### config.mk
export PLATFORM = sky130hd
export DESIGN_NAME = tod_clock
export DESIGN_NICKNAME = d
export VERILOG_FILES = /design/src/rtl/tod_pkg.sv /design/src/rtl/tod_ctrl.sv /design/src/rtl/tod_datapath.sv /design/src/rtl/tod_clock.sv
export SDC_FILE = /design/constraint.sdc
export NUM_CORES = 1
export LEC_CHECK = 0
export BUFFER_PORTS_ARGS = -buffer_cell sky130_fd_sc_hd__clkbuf_2
export CORE_UTILIZATION = 45
export CTS_CLUSTER_SIZE = 25
export DETAILED_ROUTE_END_ITERATION = 10
export MAX_ROUTING_LAYER = met4
export REMOVE_ABC_BUFFERS = 1
export SYNTH_ARGS = -nofsm -noshare
export SYNTH_HDL_FRONTEND = slang
export SYNTH_SLANG_ARGS = --single-unit
### constraint.sdc
create_clock -name clk -period 21.6 [get_ports clk]
set_input_delay 0 -clock clk [delete_from_list [all_inputs] [get_ports clk]]
set_output_delay 0 -clock clk [all_outputs]
set_load 0.01 [all_outputs]
### src/rtl/tod_pkg.sv
package tod_pkg;

  localparam int unsigned NS_PER_SEC = 1_000_000_000;

  // byte offsets of the register window
  localparam logic [7:0] OFF_ACCESS   = 8'h00;
  localparam logic [7:0] OFF_SEC_HI   = 8'h04;
  localparam logic [7:0] OFF_SEC_LO   = 8'h08;
  localparam logic [7:0] OFF_NSEC     = 8'h0C;
  localparam logic [7:0] OFF_RUN      = 8'hA0;
  localparam logic [7:0] OFF_TRIM_CFG = 8'hA4;
  localparam logic [7:0] OFF_TRIM_IVL = 8'hA8;

  typedef enum logic [2:0] {
    ACT_IDLE   = 3'd0,
    ACT_LOAD   = 3'd1,
    ACT_SAVE   = 3'd2,
    ACT_CLOCK  = 3'd3,
    ACT_STEP   = 3'd4,
    ACT_NOSYNC = 3'd5,
    ACT_SYNC   = 3'd6
  } todAction_e;

  typedef struct packed {
    logic tick;      // add the nominal period this cycle
    logic corrUp;    // add one extra nanosecond
    logic corrDown;  // remove one nanosecond
    logic load;      // take the shadow time
    logic step;      // add the signed shadow offset
  } todStrobes_t;

endpackage

### src/rtl/tod_ctrl.sv
module tod_ctrl
  import tod_pkg::*;
#(
  parameter int SEC_W  = 48,
  parameter int NS_W   = 30,
  parameter int NOM_NS = 8,
  parameter int ADDR_W = 8
) (
  input  logic              clk,
  input  logic              rstN,
  input  logic              regWrEn,
  input  logic [ADDR_W-1:0] regAddr,
  input  logic [31:0]       regWrData,
  output logic [31:0]       regRdData,
  input  logic [SEC_W-1:0]  liveSec,
  input  logic [NS_W-1:0]   liveNs,
  output todStrobes_t       strobes,
  output logic [SEC_W-1:0]  loadSec,
  output logic [NS_W-1:0]   loadNs,
  output logic [31:0]       stepNs,
  output logic              runOn
);

  localparam int HI_W  = SEC_W - 32;
  localparam int IVL_W = 30;
  localparam int ACC_W = 32;
  localparam logic [ACC_W-1:0] STEP_PS = ACC_W'(NOM_NS * 1000);
  localparam logic [ACC_W-1:0] STEP_NS = ACC_W'(NOM_NS);

  logic             accDom, accSync;
  logic [2:0]       accAction;
  logic [HI_W-1:0]  shHi;
  logic [31:0]      shLo, shNs;
  logic             trimEn, trimDir, trimUnitNs;
  logic [IVL_W-1:0] trimIvl;
  logic [ACC_W-1:0] trimAcc;

  logic       accessWr;
  todAction_e wrAction;
  logic       doSave, doLoad, doStep;
  logic       tick, trimActive, fire;
  logic [ACC_W-1:0] accStep, accSum;

  always_comb begin
    accessWr   = regWrEn && (regAddr == ADDR_W'(OFF_ACCESS));
    wrAction   = todAction_e'(regWrData[5:3]);
    doSave     = accessWr && (wrAction == ACT_SAVE);
    doLoad     = accessWr && (wrAction == ACT_LOAD);
    doStep     = accessWr && (wrAction == ACT_STEP);
    tick       = runOn && !doLoad && !doStep;
    trimActive = trimEn && (trimIvl != '0);
    accStep    = trimUnitNs ? STEP_NS : STEP_PS;
    accSum     = trimAcc + accStep;
    fire       = tick && trimActive && (accSum >= ACC_W'(trimIvl));
  end

  always_ff @(posedge clk) begin
    if (!rstN) begin
      accDom     <= 1'b0;
      accSync    <= 1'b0;
      accAction  <= '0;
      shHi       <= '0;
      shLo       <= '0;
      shNs       <= '0;
      runOn      <= 1'b0;
      trimEn     <= 1'b0;
      trimDir    <= 1'b0;
      trimUnitNs <= 1'b0;
      trimIvl    <= '0;
    end else if (regWrEn) begin
      unique case (regAddr)
        ADDR_W'(OFF_ACCESS): begin
          accDom    <= regWrData[0];
          accSync   <= regWrData[2];
          accAction <= regWrData[5:3];
          if (doSave) begin
            shHi <= liveSec[SEC_W-1:32];
            shLo <= liveSec[31:0];
            shNs <= 32'(liveNs);
          end
        end
        ADDR_W'(OFF_SEC_HI):   shHi <= regWrData[HI_W-1:0];
        ADDR_W'(OFF_SEC_LO):   shLo <= regWrData;
        ADDR_W'(OFF_NSEC):     shNs <= regWrData;
        ADDR_W'(OFF_RUN):      runOn <= regWrData[2];
        ADDR_W'(OFF_TRIM_CFG): begin
          trimEn  <= regWrData[0];
          trimDir <= regWrData[1];
        end
        ADDR_W'(OFF_TRIM_IVL): begin
          trimIvl    <= regWrData[IVL_W-1:0];
          trimUnitNs <= regWrData[30];
        end
        default: ;
      endcase
    end
  end

  // interval accumulator: counts elapsed time in the selected unit
  always_ff @(posedge clk) begin
    if (!rstN || !trimActive) trimAcc <= '0;
    else if (tick)            trimAcc <= fire ? accSum - ACC_W'(trimIvl) : accSum;
  end

  always_comb begin
    unique case (regAddr)
      ADDR_W'(OFF_ACCESS):   regRdData = {26'b0, accAction, accSync, 1'b0, accDom};
      ADDR_W'(OFF_SEC_HI):   regRdData = 32'(shHi);
      ADDR_W'(OFF_SEC_LO):   regRdData = shLo;
      ADDR_W'(OFF_NSEC):     regRdData = shNs;
      ADDR_W'(OFF_RUN):      regRdData = {29'b0, runOn, 2'b0};
      ADDR_W'(OFF_TRIM_CFG): regRdData = {30'b0, trimDir, trimEn};
      ADDR_W'(OFF_TRIM_IVL): regRdData = {1'b0, trimUnitNs, trimIvl};
      default:               regRdData = '0;
    endcase
  end

  always_comb begin
    strobes.tick     = tick;
    strobes.corrUp   = fire && !trimDir;
    strobes.corrDown = fire && trimDir;
    strobes.load     = doLoad;
    strobes.step     = doStep;
    loadSec          = {shHi, shLo};
    loadNs           = shNs[NS_W-1:0];
    stepNs           = shNs;
  end

endmodule

### src/rtl/tod_datapath.sv
module tod_datapath
  import tod_pkg::*;
#(
  parameter int SEC_W  = 48,
  parameter int NS_W   = 30,
  parameter int NOM_NS = 8
) (
  input  logic             clk,
  input  logic             rstN,
  input  todStrobes_t      strobes,
  input  logic [SEC_W-1:0] loadSec,
  input  logic [NS_W-1:0]  loadNs,
  input  logic [31:0]      stepNs,
  output logic [SEC_W-1:0] todSec,
  output logic [NS_W-1:0]  todNs
);

  localparam int TW = NS_W + 2;
  localparam int DW = ((NS_W > 32) ? NS_W : 32) + 2;
  localparam logic [TW-1:0]        BIL_T = TW'(NS_PER_SEC);
  localparam logic signed [DW-1:0] BIL_D = DW'(NS_PER_SEC);

  logic [TW-1:0]        advance, tickSum;
  logic signed [DW-1:0] stepSum;
  logic [SEC_W-1:0]     secNext;
  logic [NS_W-1:0]      nsNext;

  always_comb begin
    advance = TW'(NOM_NS) + TW'(strobes.corrUp) - TW'(strobes.corrDown);
    tickSum = TW'(todNs) + advance;
    stepSum = $signed({{(DW-NS_W){1'b0}}, todNs}) + $signed({{(DW-32){stepNs[31]}}, stepNs});
    secNext = todSec;
    nsNext  = todNs;
    if (strobes.load) begin
      secNext = loadSec;
      nsNext  = loadNs;
    end else if (strobes.step) begin
      if (stepSum < 0) begin
        secNext = todSec - 1'b1;
        nsNext  = NS_W'(stepSum + BIL_D);
      end else if (stepSum >= BIL_D) begin
        secNext = todSec + 1'b1;
        nsNext  = NS_W'(stepSum - BIL_D);
      end else begin
        nsNext  = NS_W'(stepSum);
      end
    end else if (strobes.tick) begin
      if (tickSum >= BIL_T) begin
        secNext = todSec + 1'b1;
        nsNext  = NS_W'(tickSum - BIL_T);
      end else begin
        nsNext  = NS_W'(tickSum);
      end
    end
  end

  always_ff @(posedge clk) begin
    if (!rstN) begin
      todSec <= '0;
      todNs  <= '0;
    end else begin
      todSec <= secNext;
      todNs  <= nsNext;
    end
  end

endmodule

### src/rtl/tod_clock.sv
module tod_clock
  import tod_pkg::*;
#(
  parameter int SEC_W  = 48,
  parameter int NS_W   = 30,
  parameter int NOM_NS = 8,
  parameter int ADDR_W = 8
) (
  input  logic              clk,
  input  logic              rstN,
  input  logic              regWrEn,
  input  logic [ADDR_W-1:0] regAddr,
  input  logic [31:0]       regWrData,
  output logic [31:0]       regRdData,
  output logic [SEC_W-1:0]  todSec,
  output logic [NS_W-1:0]   todNs
);

  todStrobes_t      strobes;
  logic [SEC_W-1:0] loadSec;
  logic [NS_W-1:0]  loadNs;
  logic [31:0]      stepNs;
  logic             runOn;

  tod_ctrl #(.SEC_W(SEC_W), .NS_W(NS_W), .NOM_NS(NOM_NS), .ADDR_W(ADDR_W)) i_ctrl (
    .clk(clk), .rstN(rstN), .regWrEn(regWrEn), .regAddr(regAddr),
    .regWrData(regWrData), .regRdData(regRdData), .liveSec(todSec), .liveNs(todNs),
    .strobes(strobes), .loadSec(loadSec), .loadNs(loadNs), .stepNs(stepNs), .runOn(runOn)
  );

  tod_datapath #(.SEC_W(SEC_W), .NS_W(NS_W), .NOM_NS(NOM_NS)) i_dp (
    .clk(clk), .rstN(rstN), .strobes(strobes), .loadSec(loadSec), .loadNs(loadNs),
    .stepNs(stepNs), .todSec(todSec), .todNs(todNs)
  );

endmodule

-- Yosys cells after proc, flatten, opt, wreduce, memory -nomap -nowiden
Cells that the tools add are included.
Widths: inputs -> output; s select.
- logic and storage cells: 93
- input bits: 43
- register bits: 229
- multiplexer cells: 21
- $lt $le $gt $ge: 4
- equal/unequal tests: 11
- add/subtract/negate cells: 11
- reduce and logical (&&, ||, !) cells: 32
- operator list (cell ; number):
    $mux 48 ; 6
    $pmux 32 s7 ; 1
    $mux 30 ; 6
    $pmux 32 s2 ; 2
    $mux 32 ; 3
    $add 48x1->48 const B ; 1
    $sub 48x1->48 const B ; 1
    $add 31x32->33 ; 1
    $ge 33x31->1 const B ; 1
    $lt 33x1->1 const B ; 1
    $add 30x32->32 ; 1
    $add 32x32->32 ; 1
    $ge 32x30->1 ; 1
    $ge 32x30->1 const B ; 1
    $pmux 16 s2 ; 1
    $sub 32x1->32 ; 1
    $sub 32x30->32 ; 1
    $add 30x28->30 const B ; 1
    $reduce_bool 30->1 ; 1
    $sub 30x28->30 const B ; 1
    $sub 30x30->30 const B ; 1
    $eq 8x8->1 const B ; 3
    $eq 8x4->1 const B ; 2
    $mux 16 ; 1
    other kinds (16) ; 39

-- Logic depth before layout (Yosys ltp)
Gate-level depths: netlist of run 1.
- word-level depth: 17
- mapped depth: 45
- mapped depth without buffers: 41

-- Cells and area by module
Synthesis of run 1 repeated with hierarchy kept, for this count alone.
- cell total of the unflattened synthesis: 2682
- area, all modules: 20023.0 µm²
- by module, submodules not included (module ; times used ; area each (µm²) ; sequential area each (µm²) ; cells an instance):
    tod_ctrl ; 1 ; 10110.9 ; 3022.9 ; 1277
    tod_datapath ; 1 ; 9912.0 ; 1561.5 ; 1405

-- Worst setup path before layout of run 1
Ideal clock, no wire load.
- kind: register to register
- start point: register i_ctrl.trimUnitNs
- end point: register i_dp.todNs[11]
- required time: 21.475 ns
- stages on the path, launching flop included: 45
- data arrival time: 8.543 ns
- period minus slack after synthesis: 8.668 ns
- path slack: 12.932 ns
- cells stage by stage: dfxtp_1 -> inv_1 -> ha_1 -> a31o_2 -> a31oi_1 -> o21bai_1 -> a2111oi_0 -> nor2_1 -> and2_1 -> clkbuf_1 -> nand3_1 -> xnor2_1 -> ha_1 -> clkbuf_1 -> a21oi_1 -> o21bai_1 -> a21oi_1 -> o21a_1 -> [9 not listed] -> inv_1 -> ha_1 -> inv_1 -> fa_1 -> nor2b_1 -> o21ai_1 -> a31oi_2 -> o211a_1 -> nor4b_1 -> a311oi_1 -> and3_1 -> a21oi_1 -> o311ai_1 -> buf_2 -> nand2_1 -> or3_1 -> a21oi_1 -> o31ai_1
- word-level cells in the longest chain between the ends: 13
- elaborated cells between the ends (all ways): 15
- classes of those cells: add/sub: 5; order compare: 2; mux: 5; reduce/logical: 3
- RTL lines (what ; RTL line ; text):
    start, declared ; tod_ctrl.sv:34 ; logic trimEn, trimDir, trimUnitNs;
    start signal, assigned ; tod_ctrl.sv:92 ; trimUnitNs <= regWrData[30];
    $mux 13 * ; tod_ctrl.sv:52 ; accStep = trimUnitNs ? STEP_NS : STEP_PS;
    $add 32x32->32 * ; tod_ctrl.sv:53 ; accSum = trimAcc + accStep;
    $ge 32x30->1 * ; tod_ctrl.sv:54 ; fire = tick && trimActive && (accSum >= ACC_W'(trimIvl));
    $logic_and 1x1->1 * ; tod_ctrl.sv:54 ;
    $logic_and 1x1->1 ; tod_ctrl.sv:120 ; strobes.corrUp = fire && !trimDir;
    $add 4x1->5 ; tod_datapath.sv:29 ; advance = TW'(NOM_NS) + TW'(strobes.corrUp) - TW'(strobes.corrDown);
    $sub 32x1->32 * ; tod_datapath.sv:29 ;
    $add 30x32->32 * ; tod_datapath.sv:30 ; tickSum = TW'(todNs) + advance;
    $sub 30x30->30 or $ge 32x30->1 (tied branches) ; tod_datapath.sv:50, tod_datapath.sv:48 ;
    $mux 30 * ; tod_datapath.sv:48 ; if (tickSum >= BIL_T) begin
    $mux 30 * ; tod_datapath.sv:47 ; end else if (strobes.tick) begin
    $mux 30 * ; tod_datapath.sv:37 ; end else if (strobes.step) begin
    $mux 30 * ; tod_datapath.sv:34 ; if (strobes.load) begin
    end signal, assigned ; tod_datapath.sv:63 ; todNs <= nsNext;
    end, declared ; tod_datapath.sv:15 ; output logic [NS_W-1:0] todNs
Mark *: on every way between the ends. The rest lies on a longest branch, timed or not. The select of a mux whose other input is x is not followed.
A chain may end at the register's enable or synchronous reset.

-- Worst setup path after layout of run 1
- start point: register i_ctrl.trimUnitNs
- end point: register i_dp.todSec[40]
- word-level cells in the longest chain between the ends: 11
- elaborated cells between the ends (all ways): 12
- classes of those cells: add/sub: 4; order compare: 2; mux: 1; reduce/logical: 5
- RTL lines (what ; RTL line ; text):
    $mux 13 * ; tod_ctrl.sv:52 ;
    $add 32x32->32 * ; tod_ctrl.sv:53 ;
    $ge 32x30->1 * ; tod_ctrl.sv:54 ;
    $logic_and 1x1->1 * ; tod_ctrl.sv:54 ;
    $logic_and 1x1->1 ; tod_ctrl.sv:120 ;
    $add 4x1->5 ; tod_datapath.sv:29 ;
    $sub 32x1->32 * ; tod_datapath.sv:29 ;
    $add 30x32->32 * ; tod_datapath.sv:30 ;
    $ge 32x30->1 * ; tod_datapath.sv:48 ;
    $reduce_bool 3->1 (no source line) * ; - ;
    $reduce_and 3->1 (no source line) * ; - ;
    end signal, assigned ; tod_datapath.sv:62 ; todSec <= secNext;
    end, declared ; tod_datapath.sv:14 ; output logic [SEC_W-1:0] todSec,
Mark *: on every way between the ends. The rest lies on a longest branch, timed or not.

==> flow_results.org, run 1 <==
** Run status
- The run finished with clean final reports.

** Setup path
- The critical path is of the flip-flop to flip-flop type.
- Counting stages on the worst path, the most repeated cell is a21oi_1.
- Capturing instance or port of the critical path :: i_dp.todSec[40]$_SDFFE_PN0P_
- CP required :: approximately 22000 ps
- Of all nets on the critical path, the largest fanout is 60.
- Critical path origin :: i_ctrl.trimUnitNs$_SDFFE_PN0P_
- The worst register-to-register path begins at i_ctrl.trimUnitNs$_SDFFE_PN0P_.
- Across all register-to-register paths, the minimum setup slack is about 11000 ps.
- In this design, the stage delay of the slowest critical-path cell is around 620 ps.
- At the worst endpoint, the arrival time is approximately 11000 ps.
- Kind of start point of the critical path :: flip-flop
- Type of element capturing the critical path :: flip-flop
- Reg-to-Reg End :: i_dp.todSec[40]$_SDFFE_PN0P_
- Standard cell with the maximum stage delay on the critical path :: a2111oi_0
- Counting cells, the worst reg-to-reg path comes to 42.

** Finish
- Area overhead of the layout relative to synthesis :: 11.93%
- After filler insertion, the fill cell instance count of the layout stands at 4384.
- Diodes inserted :: 0
- Fraction of layout instances using a drive strength above 1 :: 0.1083
- Post-layout net count :: 2948

** Timing
- Setup violations remaining at the end of the flow were counted as 0.
- Across all hold checks on the routed design, the worst slack comes to roughly 20 ps.
- Of the available clock period, the critical path in the final layout requires 0.5056.
- Fmax :: around 90 MHz
- Summed negative setup slack over all endpoints :: 0 ps
- The number of hold violations in the final report was 0.
- Measured against its own limit, the worst slew margin works out to 0.1359.
- For the pin with the worst max-slew slack, the measured transition is ~1300 ps.
- Max Clock Skew :: between 30 and 40 ps
- For the finished layout, the period the worst path requires is 10920 ps.
- RSZ-0062 raised after global routing :: no
- The number of max-slew violations in the final report was 0.

** Global route
- Number of antenna violations at the first check in global routing :: 0
- The number of global-route vias before repair is slightly below 20000.
- Global-route wire length before repair :: approximately 120 mm
- Summed over all layers, the global routing overflow is 0.
- Combined global-route utilization of all metal layers :: 0.3410
- Largest net degree at the start of global routing :: 124

** Power
- In this run the power density over the cells is approximately 43 nW/um^2.
- IR analysis of the VDD net gives a maximum drop of just over 0.06 mV.
- The analysis attributes to cell leakage a power of between 8 and 9 nW.

** Floorplan
- Row cnt :: between 70 and 80
- The die covers roughly 45000 sq um.
- The core region is 43360 sq um.
- Die Ht :: around 210 um
- In this run the horizontal extent of the chip is 212.6 um.
- During I/O placement, the number of pins put on the boundary was ~150.
- Initial core utilization :: 0.4602

** Logic synthesis
- Of all flip-flops after synthesis, the portion carrying an async set or reset was 0.
- Count of mapped cells out of synthesis :: about 2700
- Warnings, synthesis :: 0
- The average instance in the mapped netlist occupies between 7 and 8 sq um.
- Seq cells post-synth :: 229
- dfxtp_1 takes more of the synthesized area than any other cell.
- For this run, the leading register cell type out of synthesis is dfxtp_1.
- By area the synthesized netlist is led by dfxtp_1 23%, ha_1 6.6%, nand2_1 6.6%, a21oi_1 6.2%, mux2i_1 4.8%.
- Post-synth EDFFs :: 0
- Summing every instance area after synthesis gives around 20000 sq um.
- Yosys top cell area share :: 0.2297
- Seq/Total Area, Yosys :: 0.2297
- The netlist uses ~110 different library cells.

** CTS
- CTS H-Tree Depth :: 1
- Post-CTS setup buffer count :: 0
- Clock tree from TritonCTS :: done
- The root buffer cell chosen for the clock tree is clkbuf_16.
- The clock passes through at most 3 buffers.
- Clk sink count :: about 230
- The later pin in the worst-skew pair is clocked with a latency of 610 ps.
- Number of buffers created by CTS :: 28
- Clock transition at the registers of the reported paths :: about 60 ps

** Route
- Initial DRT Pass Iterations :: 6
- Wires add up to roughly 77 mm.
- After detailed routing, the number of vias per cell comes to approximately 6.3.
- Drc violations :: 0
- Detail-routed net length per standard cell :: 22.72 um
- Antenna-violating nets left :: 0
- Routed via count :: 21578
- The detailed router finished its first iteration with just over 2000 violations.

** Worst hold path
- The path class of the tightest hold or removal check is input port to flip-flop.

** Place
- The HPWL after detailed placement is around 56 mm.
- Routability-driven placement finished with a final weighted congestion of around 0.93.
- Port bufs :: 152

** Flow run
- Max-cap violations in this run came to 0.
==> per-stage QoR <==
step,util,power [mW],instances,area (sq um),setup WS [ps]
global route,0.5151,0.9907,3400,22340,9809
global placement,0.4854,0.4694,3318,21050,11290
CTS,0.5151,0.9755,3400,22340,10920
detailed placement,0.4854,0.4698,3318,21050,10980
finish,0.5151,0.9711,3400,22340,10680
floorplan,-,0.4498,2551,19250,3464
==> report_power, final <==
part | total, mW | internal (mW) | leakage [nW] | switching (mW)
registers | 0.424 | 0.423 | 1.84 | 0.00106
clock network | 0.505 | 0.297 | 0.462 | 0.208
logic | 0.0419 | 0.0141 | 5.89 | 0.0278
total | 0.971 | 0.734 | 8.20 | 0.237
==> sequential cells by signal, indices dropped and copies added (netlist names) <==
name,count
i_ctrl.runOn,1
i_ctrl.shHi,16
i_ctrl.trimEn,1
i_ctrl.accDom,1
i_ctrl.trimAcc,32
i_ctrl.trimUnitNs,1
i_ctrl.trimIvl,30
i_dp.todNs,30
i_ctrl.trimDir,1
i_dp.todSec,48
i_ctrl.stepNs,32
i_ctrl.accAction,3
i_ctrl.shLo,32
i_ctrl.accSync,1
==> placed cells by master, fill, tap and decap left out, drive strengths merged, types with 41 or more instances in the layout <==
cell type / n
a211oi: 115
a21oi: 251
and2: 47
clkbuf: 191
dfxtp: 229
ha: 106
inv: 106
mux2i: 95
nand2: 350
nand3: 75
nor2: 250
nor3: 68
o211ai: 41
o21ai: 129
o31ai: 42
xnor2: 92
==> critical path, delay by kind of cell (launching register included) <==
family                     cells  cell delay [ps]
AOI/OAI and AO/OA             23             5620
and+or+nand+nor                7             1560
xor gates and xnor gates       1              160
DFF                            1              390
buffers and inverters          6             1390
adders and majority gates      5             1600
==> routing by layer <==
layer | vias to the layer above | GRT usage | part of all wire
li1 | 10231 | - | -
met1 | 10335 | 0.4791 | 0.47
met2 | 876 | 0.5008 | 0.43
met3 | 136 | 0.04697 | 0.073
met4 | 0 | 0.1067 | 0.033
met5 | - | - | 0
==> cells in the mapped netlist (21+ instances only) <==
cell / number
nand3_1: 75
a21o_1: 40
mux2i_1: 95
dfxtp_1: 229
o21a_1: 21
nand2_1: 350
a21oi_1: 248
inv_1: 105
xnor2_1: 92
a22oi_1: 29
nor2_1: 247
nor2b_1: 23
o31ai_1: 41
nor4_1: 21
clkbuf_1: 134
a222oi_1: 24
nor3_1: 66
and2_1: 46
a211oi_1: 113
a31oi_1: 31
buf_2: 26
o211ai_1: 40
ha_1: 106
nand4_1: 24
o21ai_0: 112
and3_1: 28
xor2_1: 38
==> worst min path at each step <==
| stage | from | to | slack, ps | cells after the start |
|---|---|---|---|---|
| CTS | regAddr[2] | i_ctrl.trimEn$_SDFFE_PN0P_ | 0.4 | 4 |
| floorplan | rstN | i_dp.todNs[16]$_SDFFE_PN0P_ | 120 | 2 |
| finish | regAddr[2] | i_ctrl.trimDir$_SDFFE_PN0P_ | 20 | 4 |
| global route | regAddr[2] | i_ctrl.trimDir$_SDFFE_PN0P_ | 70 | 4 |
| detailed placement | regWrData[22] | i_ctrl.trimIvl[22]$_SDFFE_PN0P_ | 280 | 3 |
| global placement | regWrData[22] | i_ctrl.trimIvl[22]$_SDFFE_PN0P_ | 280 | 3 |
==> cells by family after synthesis <==
logic type	after synthesis	synth area share
AO/OA/AOI/OAI	891	0.3035
XOR/XNOR	130	0.05706
adder cells (fa/ha/maj)	109	0.06947
buffers and inverters	281	0.05536
flip-flops	229	0.2297
multiplexers	100	0.05047
AND/OR/NAND/NOR	986	0.2344
==> cell type report <==
type	instances	area [sq um]	area share
Timing Repair Buffer	215	1316	0.05893
Clock buffer	39	812.0	0.03635
Clock inverter	10	147.6	0.006610
Multi-Input combinational cell	2216	14340	0.6421
Tap cell	585	732.0	0.03277
Sequential cell	229	4584	0.2052
Inverter	106	402.9	0.01804
==> timing repair <==
item                                    4_1_cts  5_1_grt
resized for setup                             0        0
hold buffers                                 33        0
endpoints found under the setup margin        0        0
hold endpoints to repair                    119        0
Note: power is estimated with default switching activity, not from simulation.
==> inputs of run 2 (changes only) <==
==> constraint.sdc (replaced) <==
create_clock -name clk -period 9.9 [get_ports clk]
set_input_delay 0 -clock clk [delete_from_list [all_inputs] [get_ports clk]]
set_output_delay 0 -clock clk [all_outputs]
set_load 0.01 [all_outputs]
==> flow_results.org, run 2 (synthesized netlist as in run 1, its figures left out) <==
** Timing
- The final worst slack was 702.6 ps (was 10680 ps).
- The number of hold violations in the final report was 0 (unchanged).
- RSZ-0062 raised after global routing: no (unchanged).
- Tcrit/Tclk final :: 0.9290 (was 0.5056)
- Transition at the pin with the smallest max-transition slack :: 1235 ps (was 1291 ps)
- Clock period minus final worst setup slack :: 9197 ps (was 10920 ps)
- The setup TNS after final layout came to 0 ps (unchanged).
- The final hold slack came to 37.05 ps (was 20.24 ps).
- The worst clock skew came to 11.71 ps (was 39.98 ps).
- The peak clock frequency supported by timing came to 108.7 MHz (was 91.57 MHz).
- Final Max Tran Viols :: 0 (unchanged)
- Max-Slew Margin vs Limit :: 0.1764 (was 0.1359)
- The number of failing setup endpoints in the final timing report came to 0 (unchanged).

** Power
- Post-route total power :: 2.102 mW (was 971.1 uW)
- The worst-case vdd ir drop was 0.1192 mV (was 0.06038 mV).
- The power per cell area is 93.19 nW/um^2 (was 43.48 nW/um^2).
- The static power due to leakage was 8.293 nW (was 8.199 nW).

** Global route
- Global-route wire length before repair :: 116.6 mm (was 115.6 mm)
- The global-route congestion overflow total was 0 (unchanged).
- Combined global-route utilization of all metal layers :: 0.3413 (was 0.3410)
- Vias in the first global route :: 19702 (was 19201)
- Largest net degree at the start of global routing :: 97 (was 124)
- The initial antenna violation count came to 0 (unchanged).

** Route
- Top layer reached by signal wires :: met4 (unchanged)
- Detailed Route Iter0 Violations :: 2398 (was 2065)
- The sum of routed wire segments on met1 is 35.18 mm (was 36.17 mm).
- The count of unresolved DRC violations after routing is 0 (unchanged).
- The remaining antenna violation count is 0 (unchanged).
- The wire length reported by the detailed router came to 76.89 mm (was 77.24 mm).
- The total number of vias is 21669 (was 21578).
- The average wire per cell in the routed design was 22.54 um (was 22.72 um).
- The total length of routed met3 wires was 6.248 mm (was 5.619 mm).
- Post-detailed-route via-to-cell ratio :: 6.353 (was 6.346)
- The count of TritonRoute iterations in the first routing pass came to 9 (was 6).
- Routed met2 length :: 32.54 mm (was 32.90 mm)

** Finish
- Final instance count without filler cells :: 3411 (was 3400)
- Post-layout net count :: 2958 (was 2948)
- Util after Layout :: 0.5203 (was 0.5151)
- Number of flip-flops in the largest register :: 48 (unchanged)
- Area overhead of the layout relative to synthesis :: 13.05% (was 11.93%)
- The area occupied by registers came to 4584 sq um (unchanged).
- Top reg by flops :: i_dp.todSec (unchanged)
- Fill cell instance count of the final layout :: 4283 (was 4384)
- Top library cells by usage in the layout, fill and taps aside :: 349 x nand2_1, 247 x a21oi_1, 243 x nor2_1 (was 349 x nand2_1, 248 x a21oi_1, 243 x nor2_1)
- Fraction of layout instances using a drive strength above 1 :: 0.1168 (was 0.1083)
- Most frequent standard cell in the layout excluding fill and tap cells :: nand2_1 (unchanged)
- Diodes inserted :: 0 (unchanged)
- Footprint of the multi-input gates :: 14450 sq um (was 14340 sq um)
- The post-route cell area came to 22560 sq um (was 22340 sq um).

** Place
- Cell area reported after detailed placement :: 21160 sq um (was 21050 sq um)
- Total placed cells including tap cells :: 3327 (was 3318)
- The count of input and output buffers was 152 (unchanged).
- Post-detail-place hpwl :: 56.15 mm (about the same)
- The worst-case setup slack after placement came to -230.9 ps (was 10980 ps).
- The final weighted congestion of routability-driven global placement was 1.016 (was 0.9348).

** Flow run
- The number of maximum-capacitance violations came to 0 (unchanged).

** CTS
- Clock latency reported for the late side of the worst-skew pair :: 580 ps (was 610 ps)
- CTS H-Tree Depth :: 1 (unchanged)
- The largest buffer count on any clock path came to 3 (unchanged).
- The clock tree from TritonCTS was done (unchanged).
- The clock buffer count from CTS was 28 (unchanged).
- Clk sink count :: 229 (unchanged)
- CTS Root Cell :: clkbuf_16 (unchanged)
- The clock slew at the register clock pins of the worst setup and hold paths was 60 ps (about the same).

** Floorplan
- Num ports :: 153 (unchanged)
- Die Ht :: 212.6 um (unchanged)
- The core area came to 43360 sq um (unchanged).
- Die Wd :: 212.6 um (unchanged)
- The starting density of the core is 0.4602 (unchanged).
- The die area is 45190 sq um (unchanged).
- Row cnt :: 76 (unchanged)

** Setup path
- CP required :: 10300 ps (was 22120 ps)
- Buffers and inverters on the worst path :: 4 (was 6)
- The depth of the worst register-to-register path is 40 (was 42).
- Reg-to-Reg End :: i_dp.todSec[37]$_SDFFE_PN0P_ (was i_dp.todSec[40]$_SDFFE_PN0P_)
- Register-to-register path setup slack :: 700 ps (was 10680 ps)
- The critical path data arrival time was 9600 ps (was 11440 ps).
- The family of cells with the greatest summed delay on the critical path is compound AO/OA/AOI/OAI gates (unchanged).
- Crit Path Max Fanout :: 19 (was 60)
- Standard cell with the maximum stage delay on the critical path :: fa_1 (was a2111oi_0)
- Largest stage delay, worst path :: 400 ps (was 620 ps)
- Reg-to-Reg Start :: i_ctrl.trimUnitNs$_SDFFE_PN0P_ (unchanged)
- The kind of critical path is flip-flop to flip-flop (unchanged).
- The sort of element at the end of the critical path is a flip-flop (unchanged).
- Kind of start point of the critical path :: flip-flop (unchanged)

** Run status
- Status :: complete, no violations (unchanged)

** Worst hold path
- The destination of the worst hold path is i_ctrl.runOn$_SDFFE_PN0P_ (was i_ctrl.trimDir$_SDFFE_PN0P_).
- Start point of the worst min-delay path :: regAddr[2] (unchanged)
- The hold path depth was 4 (unchanged).
- The class of the worst hold path is input port to flip-flop (unchanged).
## run 2: layout make-up
class	count	area share
repair buffers	224	0.06356
multi-input cells	2217	0.6405
inverters	106	0.01786
well taps	585	0.03244
clock buffers	37	0.03660
flip-flops and latches	229	0.2032
clock inverters	13	0.005879
## run 2: timing repair
| item | 4_1_cts | 5_1_grt |
|---|---|---|
| cloned | 0 | 1 |
| setup buffers | 0 | 0 |
| pin swaps | 0 | 4 |
| setup endpoints to repair | 33 | 69 |
| hold buffers | 33 | 0 |
| resized for setup | 2 | 17 |
| endpoints found under the hold margin | 119 | 0 |
## run 2: worst max path at each step
stage / startpoint / to / slack [ps] / cells past startpoint
final: i_ctrl.trimUnitNs$_SDFFE_PN0P_ / i_dp.todSec[37]$_SDFFE_PN0P_ / 700 / 40
after global routing: i_ctrl.trimUnitNs$_SDFFE_PN0P_ / i_dp.todSec[40]$_SDFFE_PN0P_ / 30 / 40
after CTS: i_ctrl.trimUnitNs$_SDFFE_PN0P_ / i_dp.todSec[27]$_SDFFE_PN0P_ / 60 / 40
after detailed placement: i_ctrl.trimUnitNs$_SDFFE_PN0P_ / i_dp.todSec[27]$_SDFFE_PN0P_ / -230 / 40
after global placement: i_ctrl.trimUnitNs$_SDFFE_PN0P_ / i_dp.todSec[22]$_SDFFE_PN0P_ / 80 / 40
after floorplan: regAddr[4] / i_dp.todSec[0]$_SDFFE_PN0P_ / -8240 / 26
## run 2: routing by layer
layer | up-vias | GRT usage
li1 | 10246 | -
met3 | 151 | 0.04623
met4 | 0 | 0.1134
met2 | 989 | 0.5032
met5 | - | -
met1 | 10283 | 0.4759
## run 2: power by group
group / internal [mW] / switching, mW
sequential: 0.923 / 0.00232
combinational: 0.0316 / 0.0619
clock: 0.636 / 0.447
total: 1.59 / 0.512
## run 2: worst register-to-register path, delay by kind of cell, from the launching register on
family,cells,cell delay (ps)
XOR/XNOR,1,150
AND/OR/NAND/NOR,9,1890
buffers and inverters,4,440
adder cells (fa/ha/maj),5,1600
flip-flops,1,370
AO/OA/AOI/OAI,21,4590
